**src/rtl/mmd_pkg.sv**
```systemverilog
package mmd_pkg;
  localparam int ADDR_W = 32;

  typedef enum logic [1:0] {
    SPACE_INTERNAL = 2'd0,
    SPACE_EXTERNAL = 2'd1,
    SPACE_PERIPH   = 2'd2
  } space_e;

  function automatic space_e classify(input logic [ADDR_W-1:0] a,
                                      input logic [ADDR_W-1:0] ext_lo,
                                      input logic [ADDR_W-1:0] periph_lo);
    if (a >= periph_lo)   return SPACE_PERIPH;
    else if (a >= ext_lo) return SPACE_EXTERNAL;
    else                  return SPACE_INTERNAL;
  endfunction
endpackage

```
**src/rtl/mmd_boot_sampler.sv**
```systemverilog
module mmd_boot_sampler #(
  parameter int SYNC_STAGES = 2,
  parameter int WINDOW      = 10
) (
  input  logic clk,
  input  logic rst_n,
  input  logic pin,
  output logic boot_narrow
);
  logic [SYNC_STAGES-1:0] sync_q;
  logic [WINDOW-1:0]      window_q;
  logic                   boot_q;

  // Free-running synchroniser and window; they must run while reset is low.
  always_ff @(posedge clk) begin
    sync_q   <= {sync_q[SYNC_STAGES-2:0], pin};
    window_q <= {window_q[WINDOW-2:0], sync_q[SYNC_STAGES-1]};
  end

  // The oldest sample of the window is taken while reset is held; frozen after release.
  always_ff @(posedge clk) begin
    if (!rst_n) boot_q <= window_q[WINDOW-1];
  end

  assign boot_narrow = boot_q;

  AST_BOOT_FROZEN: assert property (@(posedge clk) disable iff (!rst_n)
    1'b1 |=> $stable(boot_narrow));
endmodule

```
**src/rtl/mmd_remap_reg.sv**
```systemverilog
module mmd_remap_reg #(
  parameter int CTL_W = 8
) (
  input  logic             clk,
  input  logic             rst_n,
  input  logic             wr,
  input  logic [CTL_W-1:0] wdata,
  output logic             remap
);
  logic remap_q;
  logic unused_wdata;

  assign unused_wdata = ^wdata[CTL_W-1:1];

  always_ff @(posedge clk or negedge rst_n) begin
    if (!rst_n)                remap_q <= 1'b0;
    else if (wr && wdata[0])   remap_q <= 1'b1;
  end

  assign remap = remap_q;

  AST_REMAP_STICKY: assert property (@(posedge clk) disable iff (!rst_n)
    remap |=> remap);
  AST_REMAP_CAUSE: assert property (@(posedge clk) disable iff (!rst_n)
    $rose(remap) |-> $past(wr && wdata[0]));
endmodule

```
**src/rtl/mmd_cs_match.sv**
```systemverilog
module mmd_cs_match #(
  parameter int                           NUM_CS       = 8,
  parameter logic [NUM_CS-1:0][31:0]      CS_BASE      = '0,
  parameter logic [NUM_CS-1:0][4:0]       CS_SIZE_LOG2 = '0,
  parameter logic [NUM_CS-1:0]            CS_ENABLE    = '1
) (
  input  logic [31:0]       addr,
  input  logic              in_ext,
  input  logic              remap,
  output logic [NUM_CS-1:0] hit
);
  logic [NUM_CS-1:0] raw;

  for (genvar k = 0; k < NUM_CS; k++) begin : g_cs
    localparam int SH = int'(CS_SIZE_LOG2[k]);
    logic window_hit;
    assign window_hit = ((addr >> SH) == (CS_BASE[k] >> SH));
    if (k == 0) begin : g_boot_cs
      assign raw[k] = CS_ENABLE[k] && in_ext && window_hit;
    end else begin : g_locked_cs
      assign raw[k] = CS_ENABLE[k] && in_ext && window_hit && remap;
    end
  end

  // Lowest index wins if windows overlap.
  always_comb hit = raw & (~raw + NUM_CS'(1));
endmodule

```
**src/rtl/mem_map_decoder.sv**
```systemverilog
module mem_map_decoder
  import mmd_pkg::*;
#(
  parameter int                      NUM_CS          = 8,
  parameter int                      CTL_W           = 8,
  parameter int                      SYNC_STAGES     = 2,
  parameter int                      BOOT_WINDOW     = 10,
  parameter int                      SRAM_LOG2       = 13,
  parameter int                      BOOT_ALIAS_LOG2 = 20,
  parameter logic [31:0]             SRAM_BOOT_BASE  = 32'h0030_0000,
  parameter logic [31:0]             EXT_BASE        = 32'h0040_0000,
  parameter logic [31:0]             PERIPH_BASE     = 32'hFFC0_0000,
  parameter logic [NUM_CS-1:0][31:0] CS_BASE         = {32'h0800_0000, 32'h0700_0000,
                                                        32'h0600_0000, 32'h0500_0000,
                                                        32'h0400_0000, 32'h0300_0000,
                                                        32'h0200_0000, 32'h0100_0000},
  parameter logic [NUM_CS-1:0][4:0]  CS_SIZE_LOG2    = {NUM_CS{5'd20}},
  parameter logic [NUM_CS-1:0]       CS_ENABLE       = '1
) (
  input  logic              clk,
  input  logic              rst_n,
  input  logic              boot_pin,
  input  logic [31:0]       addr,
  input  logic              addr_vld,
  input  logic              ctl_wr,
  input  logic [CTL_W-1:0]  ctl_wdata,
  output logic              sel_sram,
  output logic              sel_periph,
  output logic [NUM_CS-1:0] cs,
  output logic              boot_narrow,
  output logic              abort
);
  localparam logic [31:0] SRAM_BOOT_PAGE = SRAM_BOOT_BASE >> SRAM_LOG2;

  logic              remap;
  space_e            space;
  logic              in_ext;
  logic [NUM_CS-1:0] cs_hit;
  logic              alias_hit;
  logic              sram_hit;

  mmd_boot_sampler #(.SYNC_STAGES(SYNC_STAGES), .WINDOW(BOOT_WINDOW)) u_boot (
    .clk(clk), .rst_n(rst_n), .pin(boot_pin), .boot_narrow(boot_narrow));

  mmd_remap_reg #(.CTL_W(CTL_W)) u_remap (
    .clk(clk), .rst_n(rst_n), .wr(ctl_wr), .wdata(ctl_wdata), .remap(remap));

  assign space  = classify(addr, EXT_BASE, PERIPH_BASE);
  assign in_ext = (space == SPACE_EXTERNAL);

  mmd_cs_match #(.NUM_CS(NUM_CS), .CS_BASE(CS_BASE), .CS_SIZE_LOG2(CS_SIZE_LOG2),
                 .CS_ENABLE(CS_ENABLE)) u_match (
    .addr(addr), .in_ext(in_ext), .remap(remap), .hit(cs_hit));

  always_comb begin
    alias_hit = 1'b0;
    sram_hit  = 1'b0;
    if (space == SPACE_INTERNAL) begin
      if (remap) begin
        sram_hit = ((addr >> SRAM_LOG2) == 32'd0);
      end else begin
        alias_hit = ((addr >> BOOT_ALIAS_LOG2) == 32'd0);
        sram_hit  = ((addr >> SRAM_LOG2) == SRAM_BOOT_PAGE);
      end
    end
  end

  always_comb begin
    cs         = '0;
    sel_sram   = 1'b0;
    sel_periph = 1'b0;
    abort      = 1'b0;
    if (addr_vld) begin
      cs         = cs_hit;
      cs[0]      = cs_hit[0] | alias_hit;
      sel_sram   = sram_hit;
      sel_periph = (space == SPACE_PERIPH);
      abort      = in_ext && (cs_hit == '0);
    end
  end

  AST_QUIET_IDLE: assert property (@(posedge clk) disable iff (!rst_n)
    !addr_vld |-> (cs == '0 && !sel_sram && !sel_periph && !abort));
  AST_SINGLE_TARGET: assert property (@(posedge clk) disable iff (!rst_n)
    $onehot0({abort, sel_periph, sel_sram, cs}));
  AST_ABORT_EXT_ONLY: assert property (@(posedge clk) disable iff (!rst_n)
    abort |-> (addr >= EXT_BASE && addr < PERIPH_BASE));
  AST_HIGH_CS_LOCKED: assert property (@(posedge clk) disable iff (!rst_n)
    !remap |-> (cs[NUM_CS-1:1] == '0));
  AST_ALIAS_GONE: assert property (@(posedge clk) disable iff (!rst_n)
    (remap && addr_vld && addr < EXT_BASE) |-> !cs[0]);
endmodule

```
**config.mk**
```make
export PLATFORM = sky130hd
export DESIGN_NAME = mem_map_decoder
export DESIGN_NICKNAME = d
export VERILOG_FILES = /design/src/rtl/mmd_pkg.sv /design/src/rtl/mmd_boot_sampler.sv /design/src/rtl/mmd_remap_reg.sv /design/src/rtl/mmd_cs_match.sv /design/src/rtl/mem_map_decoder.sv
export SDC_FILE = /design/constraint.sdc
export NUM_CORES = 1
export LEC_CHECK = 0
export CORE_MARGIN = 2
export CORE_UTILIZATION = 30
export DETAILED_ROUTE_END_ITERATION = 16
export DONT_BUFFER_PORTS = 1
export SETUP_SLACK_MARGIN = 0.5
export SYNTH_ARGS = -nofsm -noshare
export SYNTH_HDL_FRONTEND = slang
export SYNTH_HIERARCHICAL = 1
export SYNTH_SLANG_ARGS = --single-unit
```
**constraint.sdc**
```tcl
create_clock -name clk -period 2.8 [get_ports clk]
set_input_delay 0.28 -clock clk [delete_from_list [all_inputs] [get_ports clk]]
set_output_delay 0.28 -clock clk [all_outputs]
set_load 0.05 [all_outputs]
```
======== Yosys cells after proc, flatten, opt, wreduce, memory -nomap -nowiden ========
Cells that the tools add are included.
storage, ports and cells
  flip-flop bits (word level) ............. 14
  bits in latches ......................... 0
  memory bits (writable) .................. 0
  bits in read-only memories .............. 0
  bits of input ports ..................... 45
  output and inout port bits .............. 12
  word-level logic and storage cells ...... 52
  memories kept ........................... 0
cells by class
  add/sub/neg operators ................... 1
  $mul .................................... 0
  divide/modulo/power cells ............... 0
  $lt $le $gt $ge ......................... 2
  equal/unequal tests ..................... 11
  shift operators ......................... 0
  mux-type cells .......................... 10
  bitwise operators ....................... 3
  reductions and logical operators ........ 21
operators with widths
  cell                                                                      number
  32-bit zero test                                                          2
  12-bit by 7-bit == test with 1-bit output (second input constant)         4
  32-bit by 23-bit >= comparator with 1-bit output (second input constant)  1
  32-bit >= comparator (second input constant)                              1
  12-bit by 6-bit == test with 1-bit output (second input constant)         2
  19-bit by 9-bit == test with 1-bit output (second input constant)         1
  1-bit logical AND                                                         17
  12-bit by 5-bit == test with 1-bit output (second input constant)         1
  12-bit by 8-bit == test with 1-bit output (second input constant)         1
  8-bit by 1-bit adder with 8-bit output (second input constant)            1
  8-bit AND                                                                 1
  8-bit zero test                                                           1
  1-bit 2-to-1 mux                                                          8
  8-bit 2-to-1 mux                                                          1
  8-bit inverter                                                            1
  2-bit by 1-bit == test with 1-bit output (second input constant)          1
  2-bit == test (second input constant)                                     1
  2-bit zero test                                                           1
  2-bit 2-to-1 mux                                                          1
  1-bit bitwise OR                                                          1

======== Longest topological paths before layout ========
Gate-level depths: netlist of the first run.
  depth after elaboration ................. 12
  gate-level depth with buffers ........... 8
  gate-level depth less buffers ........... 8

======== Cells and area by module ========
The synthesis of the first run kept the hierarchy.
by module, submodules not included
  module            times used  cells an instance  area an instance (um2)  seq. area each (um2)
  mmd_boot_sampler  1           14                 274.0                   270.3
  mem_map_decoder   1           30                 201.4                   0.0
  mmd_cs_match      1           18                 147.6                   0.0
  mmd_remap_reg     1           2                  32.5                    25.0

======== Worst setup path after synthesis of the first run ========
Ideal clock, no wire load.
  path type ............................... input -> output
  start ................................... input port addr[27]
  end ..................................... output port abort
  arrival time ............................ 2,862 ps
  data required time ...................... 2,520 ps
  slack ................................... -342 ps
  stages .................................. 8
  path buffers ............................ 0
  cells stage by stage .................... or4_4 > nor4_4 > nor2_1 > or4b_1 > nor4_1 > nor4_1 > nand4_1 > nor3_1
on the way
  elaborated cells between the ends (all ways) .. 34
  those cells by class .................... 1 x add/sub; 2 x order compare; 9 x eq/ne; 3 x mux; 2 x bitwise; 17 x reduce/logical
RTL lines
  what                                              line                   source
  from (decl)                                       mem_map_decoder.sv:23  input logic [31:0] addr,
  32-bit by 23-bit >= comparator with 1-bit output  mmd_pkg.sv:14          else if (a >= ext_lo) return SPACE_EXTERNAL;
  1-bit 2-to-1 mux                                  mmd_pkg.sv:14
  2-bit 2-to-1 mux *                                mmd_pkg.sv:13          if (a >= periph_lo) return SPACE_PERIPH;
  2-bit by 1-bit == test with 1-bit output *        mem_map_decoder.sv:49  assign in_ext = (space == SPACE_EXTERNAL);
  net in_ext                                        mem_map_decoder.sv:37  logic in_ext;
  1-bit logical AND *                               mmd_cs_match.sv:19     assign raw[k] = CS_ENABLE[k] && in_ext && window_hit;
  8-bit inverter                                    mmd_cs_match.sv:26     always_comb hit = raw & (~raw + NUM_CS'(1));
  8-bit by 1-bit adder with 8-bit output            mmd_cs_match.sv:26
  8-bit AND *                                       mmd_cs_match.sv:26
  net cs_hit[0]                                     mem_map_decoder.sv:38  logic [NUM_CS-1:0] cs_hit;
  8-bit zero test *                                 mem_map_decoder.sv:78  abort = in_ext && (cs_hit == '0);
  1-bit logical AND *                               mem_map_decoder.sv:78
  1-bit 2-to-1 mux *                                mem_map_decoder.sv:73  if (addr_vld) begin
  to (decl)                                         mem_map_decoder.sv:31  output logic abort
The timed path passes the listed nets; every way through them passes the cells marked *.

======== Worst setup path after layout of the first run ========
Ends and elaborated chain as after synthesis.

==> impl_metrics.py, run 1 <==
metrics = {
    "status": {
        "status": "complete, no violations",
    },
    "logic_synthesis": {
        "synth_top_area_share_pct": 36.6,
        "syn_avg_cell_area_um2": 10.2,
        "ys_seq_elements": 14,
        "synthesis.area_um2": 656,
        "synth_top_cell_by_area": "dfxtp_1",
        "synthArstFlopShare_pct": 7.14,
        "synthCells": 64,
        "synth_area_leaders": "dfxtp_1 37%, nor4_1 8.6%, and2_1 7.6%",
        "synth_cell_type_count": 29,
        "syn-num-nets": 109,
        "ys.flop_type": "dfxtp_1",
        "yosysSeqAreaShare_pct": 45.0,
        "synth-edff-count": 1,
        "yosysWarnings": 6,
    },
    "route": {
        "viasPerCell": 5.46,
        "vias": 535,
        "dr.pass1.iters": 4,
        "drtAntennaViolNets": 0,
        "drtIter0Drc": 12,
        "drcViolationCount": 0,
        "wl_um": 1410,
        "post_drt_wl_per_cell_um": 14.4,
    },
    "layout": {
        "fillCellCount": 203,
        "layout-drive-gt1-share_pct": 31.0,
        "syn2layout_area_growth_pct": 19.1,
        "final_cells": 98,
        "num-nets-final": 117,
        "fin_area_um2": 781,
        "seqCellArea_um2": 295,
        "antenna_cells": 0,
        "fin_util_pct": 39.0,
        "multi_input_area_um2": 369,
    },
    "power_and_ir_drop": {
        "p_seq_share_pct": 61.3,
        "ir_worst_vdd_mv": 0.447,
        "p_leak_uw": 0.000265,
        "p_int_uw": 280,
        "netSwitchingFraction_pct": 20.6,
        "pwr-share-clk_pct": 31.5,
        "p_per_area_mw_per_mm2": 452,
        "p_comb_share_pct": 7.2,
        "p_sw_uw": 72.8,
    },
    "die": {
        "die_h_um": 50.8,
        "core_mm2": 0.00200,
        "die-area_mm2": 0.00258,
        "start_util_pct": 32.8,
        "num_io_pins": 57,
        "die_x_um": 50.8,
        "num_rows": 16,
    },
    "worst_setup_path": {
        "path_cells": "or4_4 -> nor4_4 -> nor2_1 -> or4b_4 -> nor4_1 -> nor4_1 -> nand4_1 -> nor3_4 -> buf_12",
        "reg2reg_from": "u_remap/remap",
        "cp_num_cells": 9,
        "critPathMostFrequentCell": "nor4_1",
        "crit_slowest_cell": "or4_4",
        "startpoint_type": "input port",
        "cp_max_fo": 5,
        "cp-end-kind": "output pin",
        "rr_worst_depth": 1,
        "critPathBufInv": 1,
        "crit_family": "simple AND/OR/NAND/NOR gates",
        "crit_type": "in2out",
        "critPathRequiredTime_ns": 2.52,
        "arrival_ns": 2.24,
        "slowest_delay_ns": 0.53,
        "crit_start": "addr[27]",
    },
    "clocking": {
        "path_clk_slew_ns": 0.07,
        "cts.sinks": 14,
        "insertion_delay_ns": 0.27,
        "cts.htree.levels": 1,
        "cts_tree": "done",
        "cts_root_buf": "clkbuf_4",
        "numCtsBuffers": 3,
        "clk_path_buf_depth": 2,
    },
    "timing": {
        "fin_skew_ns": 0.00357,
        "min_period_ns": 2.52,
        "fmax_mhz": 397,
        "relSlewSlack_pct": 67.0,
        "tns_ns": 0,
        "setup_viol": 0,
        "tightest_slew_ns": 0.499,
        "grt_setup_unrepaired": "yes",
        "slew_violations": 0,
        "hold_viol_final": 0,
        "finalCritPeriodShare_pct": 90.0,
    },
    "placement": {
        "dpl_cell_area_um2": 721,
        "dpl.hpwl_um": 1190,
        "portBuffers": 0,
        "place_congestion": 0.866,
        "place_inst": 92,
    },
    "global_routing": {
        "grt_start_max_net_pins": 13,
        "grt_pass1_wl_um": 2340,
        "grtUsageTotal_pct": 12.1,
        "gr-total-overflow": 0,
        "antenna_found_initial": 0,
        "grt_pass1_vias": 527,
    },
    "run": {
        "cap_violations": 0,
    },
    "min_path": {
        "holdPathStages": 0,
        "hold_start": "boot_pin",
        "hp-class": "in2reg",
    },
}
## synthesized netlist by cell type, types with 2 or more instances
master and n:
nor2_1 3, nor3_1 2, nand2_1 2, nor4_1 9, nand4_1 3, and2_1 8
nor4b_1 2, nand2b_1 2, or4_4 2, dfxtp_1 12
## flip-flops by register name, indices dropped and copies added, names as in the netlist
signal,flops
u_boot/boot_narrow,1
u_boot/window_q,10
u_remap/remap,1
u_boot/sync_q,2
## metrics by stage
stage / hold WS, ns / power (uW) / setup slack (ns)
floorplan: -0.0156 / 240 / 0.150
global placement: -0.0156 / 243 / 0.260
detailed placement: -0.0156 / 244 / 0.225
CTS: 0.0202 / 358 / 0.232
global route: 0.00961 / 374 / 0.152
finish: 0.0306 / 353 / 0.281
## power by group through the flow
stage                     Combinational (uW)  Clock [uW]  Sequential, uW
final                                   25.3         111             216
after global routing                    26.7         130             218
after CTS                               24.3         117             216
after detailed placement                23.1           0             221
after global placement                  22.6           0             221
after floorplan                         19.5           0             220
## cell type report
| cell class | instances | share of cell area, % |
|---|---|---|
| Multi-Input combinational cell | 47 | 47.3 |
| Sequential cell | 14 | 37.8 |
| Timing Repair Buffer | 5 | 6.73 |
| Tap cell | 27 | 4.33 |
| Clock buffer | 4 | 3.37 |
| Inverter | 1 | 0.481 |
## path summary, 6_finish.rpt
kind	to	slack (ns)
max	abort	0.28
min	u_boot/sync_q[0]	0.03
max reg2reg	u_remap/remap	2.07
min reg2reg	u_boot/window_q[5]	0.33
max in group asynchronous	u_remap/remap	2.49
min in group asynchronous	u_remap/remap	0.21
## cells by family after synthesis
family	count (synthesis)	synth area share (%)
compound gates	3	3.44
buf+inv	3	2.86
flops	14	45.0
simple gates	44	48.7
## cell usage in the layout, fill, tap and decap left out, drive strengths merged
| cell type | netlist | routed |
|---|---|---|
| a21o | 1 | 1 |
| nand2 | 2 | 2 |
| dfrtp | 1 | 1 |
| nand2b | 2 | 2 |
| and2 | 8 | 8 |
| nor3 | 2 | 2 |
| dfxtp | 12 | 12 |
| nor4b | 2 | 2 |
| nand4 | 3 | 3 |
| buf | 1 | 4 |
| dlygate4sd3 | 0 | 1 |
| nand4bb | 1 | 1 |
| or4bb | 1 | 1 |
| or4 | 3 | 3 |
| nand3b | 1 | 1 |
| and4 | 1 | 1 |
| o22ai | 1 | 1 |
| inv | 1 | 1 |
| nor4 | 11 | 11 |
| or2 | 1 | 1 |
| or3 | 1 | 1 |
| a22o | 1 | 1 |
| nor2 | 3 | 3 |
| clkbuf | 1 | 4 |
| or4b | 2 | 2 |
| edfxtp | 1 | 1 |
## timing repair
action	4_1_cts	5_1_grt
endpoints found under the hold margin	1	0
resized for setup	5	6
pin swaps	3	3
hold buffers	1	0
cloned	0	0
buffers inserted	0	1
setup endpoints to repair	6	9
## per-layer routing
layer | wire [um] | vias up | track usage [%]
met4 | 12 | 0 | 4.05
met3 | 137 | 2 | 6.25
met2 | 644 | 24 | 18.9
met5 | 0 | - | 0
met1 | 618 | 245 | 14.4
li1 | - | 264 | -
No activity file was read; power rests on OpenSTA's default activity.
==> run 2: changes to the inputs <==
Clock period 2.8 ns to 2.5 ns, I/O delays scaled along.
==> run 2 against run 1 <==
Effect of this change: setup slack worse by 0.28 ns; core utilization up 4.9 points; clock power up 14%; die area unchanged; count of clock-buffer cells in the layout unchanged.
==> impl_metrics.py, run 2 (synthesis results as in run 1) <==
metrics = {
    "die": {
        "num_rows": 16,
        "die_x_um": 50.8,
        "die-area_mm2": 0.00258,
        "die_h_um": 50.8,
        "num_io_pins": 57,
        "start_util_pct": 32.8,
        "core_mm2": 0.00200,
    },
    "clocking": {
        "insertion_delay_ns": 0.27,
        "clk_path_buf_depth": 2,
        "path_clk_slew_ns": 0.08,
        "numCtsBuffers": 3,
        "cts_root_buf": "clkbuf_4",
        "cts.htree.levels": 1,
        "cts_tree": "done",
        "cts.sinks": 14,
    },
    "worst_setup_path": {
        "crit_slowest_cell": "or4_4",
        "reg2reg_from": "u_remap/remap",
        "crit_end": "abort",
        "arrival_ns": 2.25,
        "crit_type": "in2out",
        "critPathRequiredTime_ns": 2.25,
        "slowest_delay_ns": 0.53,
        "cp-end-kind": "output pin",
        "reg2reg_slack_ns": 1.66,
        "rr_worst_depth": 2,
        "crit_start": "addr[27]",
        "startpoint_type": "input port",
        "path_cells": "or4_4 -> nor4_4 -> nor2_2 -> or4b_4 -> nor4_2 -> nor4_1 -> nand4_1 -> nor3_4 -> buf_12",
        "r2r_end": "u_remap/remap",
        "cp_max_fo": 5,
    },
    "global_routing": {
        "grt_start_max_net_pins": 13,
        "antenna_found_initial": 0,
        "gr-total-overflow": 0,
        "grtUsageTotal_pct": 12.7,
        "grt_pass1_wl_um": 2390,
        "grt_pass1_vias": 536,
    },
    "layout": {
        "syn2layout_area_growth_pct": 34.2,
        "largest_reg_flops": 10,
        "num-nets-final": 120,
        "regMostFlops": "u_boot/window_q",
        "antenna_cells": 0,
        "largestRegisters": "u_boot/window_q x10, u_boot/sync_q x2",
        "layout-drive-gt1-share_pct": 44.6,
        "fin_area_um2": 880,
        "fin_util_pct": 43.9,
        "layout_commonest_cell": "dfxtp_1",
        "final_cell_mix": "12 x dfxtp_1, 7 x and2_4, 5 x nor4_1, 4 x nor4_4, 4 x buf_4",
    },
    "timing": {
        "finalCritPeriodShare_pct": 100,
        "hold_viol_final": 0,
        "relSlewSlack_pct": 66.6,
        "slew_violations": 0,
        "setup_viol": 0,
        "tightest_slew_ns": 0.505,
        "fmax_mhz": 400,
        "tns_ns": 0,
        "min_period_ns": 2.50,
        "grt_setup_unrepaired": "yes",
        "fin_skew_ns": 0.00356,
    },
    "route": {
        "wl_um": 1560,
        "vias": 550,
        "drtAntennaViolNets": 0,
        "drcViolationCount": 0,
        "viasPerCell": 5.45,
        "drtIter0Drc": 2,
        "dr.pass1.iters": 2,
        "post_drt_wl_per_cell_um": 15.4,
    },
    "status": {
        "status": "complete, no violations",
    },
    "run": {
        "cap_violations": 0,
    },
    "placement": {
        "portBuffers": 0,
        "place_congestion": 0.769,
        "dpl.hpwl_um": 1140,
        "dpl_cell_area_um2": 743,
    },
    "power_and_ir_drop": {
        "p_leak_uw": 0.000316,
        "p_per_area_mw_per_mm2": 461,
        "ir_worst_vdd_mv": 0.423,
        "finalPower_uw": 406,
    },
    "min_path": {
        "hp-class": "in2reg",
    },
}
[run 2: worst min-delay path by stage]
stage / from / endpoint / depth (start not counted)
floorplan: rst_n / u_remap/remap / 0
global placement: rst_n / u_remap/remap / 0
detailed placement: rst_n / u_remap/remap / 0
CTS: ctl_wdata[0] / u_remap/remap / 1
global route: ctl_wdata[0] / u_remap/remap / 1
finish: ctl_wdata[0] / u_remap/remap / 1
[run 2: repair_timing]
action,CTS,global route
hold endpoints to repair,2,0
setup endpoints to repair,9,8
cloned,0,0
gates resized for setup,18,5
hold buffers,2,0
pin swaps,6,6
setup buffers,1,1
[run 2: power breakdown]
| part | leakage [uW] | total, uW | switching (uW) | internal (uW) |
|---|---|---|---|---|
| sequential | 0.000119 | 242 | 5.40 | 237 |
| combinational | 0.000181 | 37.7 | 19.0 | 18.7 |
| clock | 0.0000150 | 126 | 63.9 | 61.7 |
[run 2: area by class of cell]
cell class,instances,area [um^2]
repair buffers,8,81.3
fillers,208,1120
clock buffers,4,26.3
inverters,1,3.75
well taps,27,33.8
flip-flops and latches,14,297
multi-input cells,47,438
[run 2: critical path: cells and delay by family]
family / cells / cell delay [ns]
AND/OR/NAND/NOR: 8 / 1.83
buffers and inverters: 1 / 0.16
[run 2: routing by layer]
metal | part of all wire (%) | up-vias | GRT usage, % | wire length, um
li1 | - | 274 | - | -
met1 | 44 | 247 | 16.0 | 686
met2 | 48 | 27 | 20.0 | 741
met3 | 7.4 | 2 | 4.76 | 116
met4 | 0.83 | 0 | 4.05 | 13
met5 | 0 | - | 0 | 0
[run 2: per-stage QoR]
stage / cells / hold slack [ns] / setup WS (ns)
6_report: 101 / 0.109 / 0.00102
5_1_grt: 101 / 0.0908 / -0.109
4_1_cts: 100 / 0.105 / 0.0261
3_5_place_dp: 93 / -0.0455 / 0.0171
3_3_place_gp: 93 / -0.0456 / 0.0239
2_1_floorplan: 64 / -0.0456 / -0.0786
